==> src/rtl/dispatch_pkg.sv <==
package dispatch_pkg;
  localparam int WORD_W  = 8;
  localparam int OP_W    = 5;
  localparam int ARG_W   = WORD_W - OP_W;
  localparam int PKT_W   = 2 * WORD_W;
  localparam int N_LANES = 4;
  localparam int LANE_W  = $clog2(N_LANES);

  typedef enum logic [LANE_W-1:0] {
    LANE_BR  = 2'd0,
    LANE_RD  = 2'd1,
    LANE_ALU = 2'd2,
    LANE_WR  = 2'd3
  } lane_e;

  localparam logic [OP_W-1:0] OP_HALT  = 5'b00000;
  localparam logic [OP_W-1:0] OP_CONST = 5'b10001;

  function automatic logic op_needs_ext(input logic [OP_W-1:0] op);
    case (op)
      5'b01001, 5'b01000, 5'b00001, 5'b00010,
      5'b00011, 5'b00110, 5'b10001, 5'b01101: op_needs_ext = 1'b1;
      default:                                op_needs_ext = 1'b0;
    endcase
  endfunction

  function automatic logic op_unassigned(input logic [OP_W-1:0] op);
    case (op)
      5'b00101, 5'b01010, 5'b01011, 5'b01110, 5'b01111: op_unassigned = 1'b1;
      default:                                           op_unassigned = 1'b0;
    endcase
  endfunction

  function automatic lane_e op_lane(input logic [OP_W-1:0] op);
    case (op)
      5'b00000, 5'b00001, 5'b00010, 5'b00011,
      5'b00100, 5'b01000, 5'b01001:           op_lane = LANE_BR;
      5'b00110, 5'b00111:                     op_lane = LANE_RD;
      5'b01100, 5'b01101:                     op_lane = LANE_WR;
      default:                                op_lane = LANE_ALU;
    endcase
  endfunction
endpackage

==> src/rtl/ins_gather.sv <==
module ins_gather
  import dispatch_pkg::*;
(
  input  logic                clk,
  input  logic                rst,
  input  logic                in_valid,
  input  logic [WORD_W-1:0]   in_word,
  output logic                in_ready,
  input  logic [N_LANES-1:0]  lane_room,
  output logic                fire,
  output lane_e               fire_lane,
  output logic [PKT_W-1:0]    fire_pkt,
  output logic                illegal,
  output logic                halted,
  output logic                mid
);
  logic [WORD_W-1:0] head_q;
  logic [OP_W-1:0]   cur_op;
  logic              want_ext;
  logic              bad_now;
  logic              accept;

  always_comb begin
    cur_op    = mid ? head_q[WORD_W-1:ARG_W] : in_word[WORD_W-1:ARG_W];
    fire_lane = op_lane(cur_op);
    want_ext  = !mid && op_needs_ext(cur_op);
    bad_now   = !mid && op_unassigned(cur_op);
    in_ready  = !halted && (bad_now || want_ext || lane_room[fire_lane]);
    accept    = in_valid && in_ready;
    fire      = accept && !bad_now && !want_ext;
    fire_pkt  = mid ? {head_q, in_word} : {in_word, {WORD_W{1'b0}}};
  end

  always_ff @(posedge clk) begin
    if (rst) begin
      mid     <= 1'b0;
      head_q  <= '0;
      illegal <= 1'b0;
      halted  <= 1'b0;
    end else begin
      illegal <= accept && bad_now;
      if (accept) begin
        mid <= want_ext;
        if (want_ext) head_q <= in_word;
      end
      if (fire && !mid && cur_op == OP_HALT) halted <= 1'b1;
    end
  end
endmodule

==> src/rtl/lane_slot.sv <==
module lane_slot #(
  parameter int W = 16
) (
  input  logic         clk,
  input  logic         rst,
  input  logic         load,
  input  logic [W-1:0] din,
  input  logic         out_ready,
  output logic         out_valid,
  output logic [W-1:0] dout,
  output logic         room
);
  assign room = !out_valid || out_ready;

  always_ff @(posedge clk) begin
    if (rst) begin
      out_valid <= 1'b0;
      dout      <= '0;
    end else if (load) begin
      out_valid <= 1'b1;
      dout      <= din;
    end else if (out_ready) begin
      out_valid <= 1'b0;
    end
  end
endmodule

==> src/rtl/ret_merge.sv <==
module ret_merge
  import dispatch_pkg::*;
(
  input  logic              rdret_valid,
  input  logic [WORD_W-1:0] rdret_data,
  output logic              rdret_ready,
  input  logic              alu_room,
  output logic              stream_room,
  input  logic              st_load,
  input  logic [PKT_W-1:0]  st_pkt,
  output logic              alu_load,
  output logic [PKT_W-1:0]  alu_pkt
);
  logic ret_take;

  always_comb begin
    rdret_ready = alu_room;
    ret_take    = rdret_valid && alu_room;
    stream_room = alu_room && !rdret_valid;
    alu_load    = ret_take || st_load;
    alu_pkt     = ret_take ? {OP_CONST, {ARG_W{1'b0}}, rdret_data} : st_pkt;
  end
endmodule

==> src/rtl/instr_dispatch.sv <==
module instr_dispatch
  import dispatch_pkg::*;
(
  input  logic                      clk,
  input  logic                      rst,
  input  logic                      in_valid,
  input  logic [7:0]                in_word,
  output logic                      in_ready,
  input  logic                      rdret_valid,
  input  logic [7:0]                rdret_data,
  output logic                      rdret_ready,
  output logic [3:0]                lane_valid,
  input  logic [3:0]                lane_ready,
  output logic [63:0]               lane_pkt,
  output logic                      illegal
);
  logic [N_LANES-1:0] slot_room;
  logic [N_LANES-1:0] gather_room;
  logic               fire;
  lane_e              fire_lane;
  logic [PKT_W-1:0]   fire_pkt;
  logic               halted;
  logic               mid_instr;
  logic               stream_room;
  logic               alu_load;
  logic [PKT_W-1:0]   alu_pkt;

  always_comb begin
    gather_room           = slot_room;
    gather_room[LANE_ALU] = stream_room;
  end

  ins_gather u_gather (
    .clk       (clk),
    .rst       (rst),
    .in_valid  (in_valid),
    .in_word   (in_word),
    .in_ready  (in_ready),
    .lane_room (gather_room),
    .fire      (fire),
    .fire_lane (fire_lane),
    .fire_pkt  (fire_pkt),
    .illegal   (illegal),
    .halted    (halted),
    .mid       (mid_instr)
  );

  ret_merge u_merge (
    .rdret_valid (rdret_valid),
    .rdret_data  (rdret_data),
    .rdret_ready (rdret_ready),
    .alu_room    (slot_room[LANE_ALU]),
    .stream_room (stream_room),
    .st_load     (fire && fire_lane == LANE_ALU),
    .st_pkt      (fire_pkt),
    .alu_load    (alu_load),
    .alu_pkt     (alu_pkt)
  );

  for (genvar l = 0; l < N_LANES; l++) begin : g_lane
    logic             ld;
    logic [PKT_W-1:0] din;
    if (l == int'(LANE_ALU)) begin : g_alu
      assign ld  = alu_load;
      assign din = alu_pkt;
    end else begin : g_plain
      assign ld  = fire && fire_lane == lane_e'(l);
      assign din = fire_pkt;
    end
    lane_slot #(.W(PKT_W)) u_slot (
      .clk       (clk),
      .rst       (rst),
      .load      (ld),
      .din       (din),
      .out_ready (lane_ready[l]),
      .out_valid (lane_valid[l]),
      .dout      (lane_pkt[l*PKT_W +: PKT_W]),
      .room      (slot_room[l])
    );
  end
endmodule

==> config.mk <==
export PLATFORM = sky130hd
export DESIGN_NAME = instr_dispatch
export DESIGN_NICKNAME = d
export VERILOG_FILES = /design/src/rtl/dispatch_pkg.sv /design/src/rtl/ins_gather.sv /design/src/rtl/lane_slot.sv /design/src/rtl/ret_merge.sv /design/src/rtl/instr_dispatch.sv
export SDC_FILE = /design/constraint.sdc
export NUM_CORES = 1
export LEC_CHECK = 0
export ABC_AREA = 0
export BUFFER_PORTS_ARGS = -buffer_cell sky130_fd_sc_hd__buf_2
export CORE_UTILIZATION = 49
export CTS_BUF_LIST = sky130_fd_sc_hd__clkbuf_8
export DETAILED_ROUTE_END_ITERATION = 8
export GPL_ROUTABILITY_DRIVEN = 1
export HOLD_SLACK_MARGIN = 0.15
export PLACE_DENSITY = 0.78
export SKIP_LAST_GASP = 1
export SYNTH_ARGS = -nofsm -noshare
export SYNTH_HDL_FRONTEND = slang
export SYNTH_HIERARCHICAL = 1
export SYNTH_SLANG_ARGS = --single-unit
==> constraint.sdc <==
create_clock -name clk -period 2.5 [get_ports clk]
set_input_delay 0.25 -clock clk [delete_from_list [all_inputs] [get_ports clk]]
set_output_delay 0.25 -clock clk [all_outputs]
set_load 0.005 [all_outputs]
==> results of run 1 <==
final cells by class:
type / instances / area, um^2
Timing Repair Buffer: 128 / 900
Tap cell: 96 / 120
Fill cell: 515 / 2240
Sequential cell: 79 / 1580
Clock buffer: 10 / 138
Clock inverter: 6 / 82.6
Inverter: 10 / 37.5
Multi-Input combinational cell: 225 / 1770
per-layer routing:
layer / share of wire / wire [um] / global-route usage / up-vias
met5: 0 / 0 / 0 / -
li1: - / - / - / 1365
met1: 0.43 / 3860 / 0.283 / 1357
met3: 0.081 / 735 / 0.0886 / 16
met2: 0.48 / 4350 / 0.394 / 119
met4: 0.014 / 130 / 0.0727 / 0
worst max-delay path, cell delays in order, from the launching register on:
cell	delay [ps]
dfxtp_2	350
buf_6	140
mux2_4	320
mux2i_2	160
o311ai_4	290
nand2_1	130
nor3_2	230
buf_4	150
and3b_1	190
nand2b_4	200
buf_12	140
mux2i_2	220
nor2_1	70
power by group through the flow:
stage	sequential, mW	clock, mW	combinational [mW]
floorplan	1.35	0	0.295
global placement	1.35	0	0.415
detailed placement	1.35	0	0.423
CTS	1.32	1.07	0.476
global route	1.32	1.14	0.550
finish	1.32	1.06	0.518
state kept, by name (all words and copies together), names as in the netlist:
register and count:
u_gather/head_q 8, g_lane.u_slot/dout 64, u_gather/mid 1, g_lane.u_slot/out_valid 4, u_gather/illegal 1, u_gather/halted 1
final timing paths:
path                                     to  slack (ps)  cells past startpoint
hold / removal           u_gather/head_q[1]         190                      3
setup / recovery   g_lane[2].u_slot/dout[6]        -200                     12
setup reg to reg   g_lane[2].u_slot/dout[6]        -200                     12
hold reg to reg   g_lane[0].u_slot/dout[13]         490                      2
placed cells by master, fill, tap and decap left out, types with 2 or more instances in the layout:
cell,Yosys,final
a21oi_1,6,5
a21oi_2,1,2
and2_1,14,14
buf_12,4,4
buf_2,8,94
buf_4,1,18
buf_6,6,5
buf_8,1,2
bufinv_16,0,2
clkbuf_16,0,4
clkbuf_8,0,10
clkinv_2,0,2
dfxtp_1,79,78
inv_1,10,11
mux2_2,12,11
mux2_4,2,3
mux2i_1,74,69
mux2i_2,0,5
mux2i_4,2,2
nand2_1,2,2
nand2b_1,10,9
nor2_1,75,75
nor3_1,3,2
nor3b_4,0,2
o21ai_0,2,2
timing repair:
action                     in CTS  in global routing
pin swaps                       2                 17
setup endpoints to repair      19                 68
cloned                          2                  4
buffers inserted                8                  4
gates resized for setup        10                 15
cells by family after synthesis:
kind of cell              after synthesis  synth area share
AOI/OAI and AO/OA                      17            0.0405
xor gates and xnor gates                1           0.00248
buffers and inverters                  33            0.0735
DFF                                    79             0.449
muxes                                  90             0.270
and+or+nand+nor                       117             0.165
through the flow:
| step | cell area [um^2] | hold WS (ps) | worst slack, ps | setup TNS, ps | util |
|---|---|---|---|---|---|
| after floorplan | 3540 | 397 | -26.0 | -234 | - |
| after global placement | 4100 | 462 | 40.5 | 0 | 0.597 |
| after detailed placement | 4100 | 473 | -94.3 | -383 | 0.597 |
| after CTS | 4480 | 174 | -24.2 | -91.7 | 0.652 |
| after global routing | 4630 | 193 | -291 | -12450 | 0.674 |
| final | 4630 | 188 | -202 | -5370 | 0.674 |
==> impl_metrics.yaml, run 1 <==
timing:
  worst_slew_pin_slew_ps: 471
  fin_crit_ps: 2700
  maxSlewHeadroom: 0.686
  timing.final.crit_share: 1.08
  worst_clock_skew_ps: 11.1
  hold_viol_final: 0
  finalMaxSlewViolations: 0
  setup_viol: 64
  fmax_mhz: 370
  setup_slack_ps: -202
  rsz0062_at_grt: "yes"
power:
  power_mw: 2.89
  comb_power_share: 0.179
  switching_share: 0.259
  peakVddDrop_v: 0.000367
  pwr-share-clk: 0.365
  switchingPower_uw: 748
  p_leak_nw: 2.05
  pwr-share-seq: 0.456
  powerDensity_nw_per_um2: 625
  p_int_mw: 2.15
synth:
  syn_nets: 361
  synth_top_cell_area_share: 0.449
  synth_commonest_cells: "dfxtp_1 (79), nor2_1 (75), mux2i_1 (74), and2_1 (14), mux2_2 (12)"
  ys_top_cells_by_area: "dfxtp_1 (45%), mux2i_1 (21%), nor2_1 (8.0%)"
  synth_area_per_cell_um2: 10.5
  synth-edff-count: 0
  seq_area_frac_synth: 0.449
  synthArstFlopShare: 0
  yosysWarningCount: 6
  synth.most_common_cell: "dfxtp_1"
  syn_area_um2: 3530
  yosysTopAreaCell: "dfxtp_1"
  synth-seq-cells: 79
  synthFlopType: "dfxtp_1"
  synthesis.instances: 337
  ys_types: 41
place:
  hpwl_mm: 5.73
  placed_cells: 522
  gp_congestion: 0.862
  numPortBuffers: 94
clock_tree:
  cts_tree: "yes"
  clock-sinks: 79
  clkSlewWorstSetupHoldPaths_ps: 90
  numCtsBuffers: 9
  clockRootBuffer: "clkbuf_8"
  ctsHoldBuffers: 0
  max-clock-path-buffers: 2
  clk_latency_ps: 350
  cts_max_level: 3
route:
  wirelength_mm: 9.08
  dr.pass1.iters: 4
  viasPerCell: 5.16
  drc: 0
  ant_nets: 0
  drtIter0Drc: 145
  routedWlPerCell_um: 16.4
  routed-via-count: 2857
setup_path:
  crit_required_ps: 2740
  critPathCaptureType: "flop"
  startpoint_type: "flop"
  cp_max_fo: 8
  crit_arrival_ps: 2940
  regToRegStartpoint: "u_gather/mid"
  cp-startpoint: "u_gather/mid"
  critPathKind: "flop to flop"
run_status:
  violations: "negative setup slack"
  outcome: "finished, violations left"
finish:
  drive_above_1_share: 0.395
  syn_to_final_growth_pct: 31.4
  layout.nets: 477
  instances_no_fill: 554
  diodes: 0
global_routing:
  globalRoute.totalOverflow: 0
  grt_pass1_vias: 2743
  antenna_found_initial: 0
  grt_max_degree: 57
  grt_pass1_wl_mm: 13.5
  grt_use_total: 0.237
die:
  die_h_um: 86.8
  die_w_um: 86.8
  die_area_um2: 7540
  rows: 30
  core_region_area_um2: 6870
  initial_utilization: 0.513
  num_io_pins: 95
run:
  drv_cap: 0
hold_path:
  min-delay-start: "in_word[1]"
  min_path_type: "input pin to flop"
Power figures use the tool's default switching activity.
==> inputs of run 2 (changes only) <==
--- a/config.mk
+++ b/config.mk
@@ -16,5 +16,4 @@
 export SKIP_LAST_GASP = 1
 export SYNTH_ARGS = -nofsm -noshare
 export SYNTH_HDL_FRONTEND = slang
-export SYNTH_HIERARCHICAL = 1
 export SYNTH_SLANG_ARGS = --single-unit
==> impl_metrics.yaml, run 2 <==
clock_tree:
  clock-sinks: 79
  clockRootBuffer: "clkbuf_8"
  clkSlewWorstSetupHoldPaths_ps: 80
  max-clock-path-buffers: 2
  clk_latency_ps: 360
  ctsHoldBuffers: 0
  cts_max_level: 3
  cts_tree: "yes"
  numCtsBuffers: 9
route:
  ant_nets: 0
  drc: 0
  viasPerCell: 6.29
  routedWlPerCell_um: 18.7
  drtIter0Drc: 333
  routed-via-count: 3855
  wirelength_mm: 11.5
  dr.pass1.iters: 5
global_routing:
  antenna_found_initial: 0
  globalRoute.totalOverflow: 0
  grt_pass1_vias: 3497
  grt_pass1_wl_mm: 17.5
  grt_use_total: 0.297
  grt_max_degree: 64
place:
  hpwl_mm: 7.86
  dp_slack_ps: 33.4
  gp_congestion: 0.911
  placed_cells: 593
  numPortBuffers: 94
timing:
  maxSlewHeadroom: 0.554
  timing.final.crit_share: 0.974
  setup_viol: 0
  fin_crit_ps: 2430
  fmax_mhz: 411
  finalMaxSlewViolations: 0
  worst_clock_skew_ps: 8.33
  worst_slew_pin_slew_ps: 669
  setup_slack_ps: 66.1
  hold_viol_final: 0
finish:
  top_register: "g_lane.u_slot.dout"
  layout.nets: 533
  instances_no_fill: 613
  drive_above_1_share: 0.331
  syn_to_final_growth_pct: 25.4
  largest_register_ffs: 64
  diodes: 0
  final_cell_mix: "buf_2 (94), dfxtp_1 (75), a21oi_1 (41)"
  layout_commonest_cell: "buf_2"
  reg.largest.list: "g_lane.u_slot.dout (64), u_gather.head_q (8), g_lane.u_slot.out_valid (4)"
synth:
  synthFlopType: "dfxtp_1"
  synthArstFlopShare: 0
  synth_commonest_cells: "dfxtp_1 (79), a21oi_1 (43), nand4_1 (32), o31ai_1 (32), clkbuf_1 (27)"
  seq_area_frac_synth: 0.428
  syn_nets: 442
  synth-edff-count: 0
  yosysWarningCount: 0
  yosysTopAreaCell: "dfxtp_1"
  synthesis.instances: 418
  synth_area_per_cell_um2: 8.84
  synth.most_common_cell: "dfxtp_1"
  ys_types: 45
  synth_top_cell_area_share: 0.428
  synth-seq-cells: 79
  syn_area_um2: 3690
  ys_top_cells_by_area: "dfxtp_1 (43%), o31ai_1 (6.5%), a21oi_1 (5.8%)"
setup_path:
  regToRegStartpoint: "u_gather.mid"
  crit_arrival_ps: 2180
  critPathCaptureType: "primary output"
  cp-startpoint: "u_gather.mid"
  startpoint_type: "flop"
  cp_max_fo: 7
  critPathKind: "flop to primary output"
  crit_required_ps: 2250
hold_path:
  min_path_type: "input pin to flop"
  min-delay-start: "rdret_data[7]"
die:
  num_io_pins: 95
  die_h_um: 88.8
  core_region_area_um2: 7250
  die_area_um2: 7890
  rows: 31
  die_w_um: 88.8
  initial_utilization: 0.509
run_status:
  outcome: "finished clean"
run:
  drv_cap: 0
power:
  powerDensity_nw_per_um2: 616
  peakVddDrop_v: 0.000397
  p_leak_nw: 1.83
run 2: changes by cell type after synthesis, moves of 17 or more:
cell / change
nor4_1: +17
clkbuf_1: +26
nand4_1: +31
a31oi_1: +20
nor2_1: -65
nor3_1: +18
o31ai_1: +32
a21oi_1: +37
mux2i_1: -70
run 2: what timing repair did:
item                                    CTS  global route
endpoints found under the setup margin    1             1
endpoints found under the hold margin     0             0
pin swaps                                 0             4
buffers inserted                          2             3
resized for setup                         4            11
run 2: area by class of cell:
cell class	instances	area, um^2
multi-input cells	289	1920
clock inverters	5	61.3
inverters	1	3.75
repair buffers	129	787
flip-flops and latches	79	1590
clock buffers	11	151
fillers	620	2620
well taps	99	124
run 2: where the power goes:
part	total [mW]	internal [mW]	switching, mW
combinational	0.512	0.192	0.320
sequential	1.32	1.30	0.0257
clock	1.02	0.525	0.496
run 2: path summary, 6_finish.rpt:
path,endpoint,slack [ps],cells after the start
hold reg to reg,g_lane[3].u_slot.dout[1],470,2
hold / removal,g_lane[2].u_slot.dout[7],170,3
setup / recovery,in_ready,70,6
setup reg to reg,g_lane[0].u_slot.dout[10],220,7
run 2: stage by stage:
step	TNS, ps	hold slack, ps	instance area [um^2]	utilization	power [mW]
2_1_floorplan	0	410	3690	-	1.65
3_3_place_gp	0	446	4350	0.599	1.83
4_1_cts	0	167	4590	0.632	2.84
6_report	0	167	4630	0.639	2.86
5_1_grt	-7.37	188	4630	0.639	2.96
3_5_place_dp	0	457	4350	0.599	1.83
run 2: routing by layer:
layer / vias up / GRT usage / share of wire / wire length (um)
met5: - / 0 / 0 / 0
met4: 0 / 0.144 / 0.032 / 363
met3: 33 / 0.0560 / 0.087 / 997
met2: 224 / 0.464 / 0.46 / 5280
met1: 1792 / 0.395 / 0.42 / 4810
li1: 1806 / - / - / -
run 2: worst max-delay path, stage by stage, from the launching register on:
cell and delay, ps:
dfxtp_4 400, nand2_1 80, or3_1 420, nand2_2 110, mux4_2 560, a21oi_2 150
buf_2 120
run 2: kinds of logic (layout without fill, tap and decap cells):
kind of cell | after synthesis | in the layout | synth area share
AO/OA/AOI/OAI | 138 | 138 | 0.250
XOR/XNOR | 2 | 2 | 0.00474
flip-flops | 79 | 79 | 0.428
multiplexers | 13 | 13 | 0.0413
AND/OR/NAND/NOR | 136 | 136 | 0.211
buffers and inverters | 50 | 146 | 0.0647
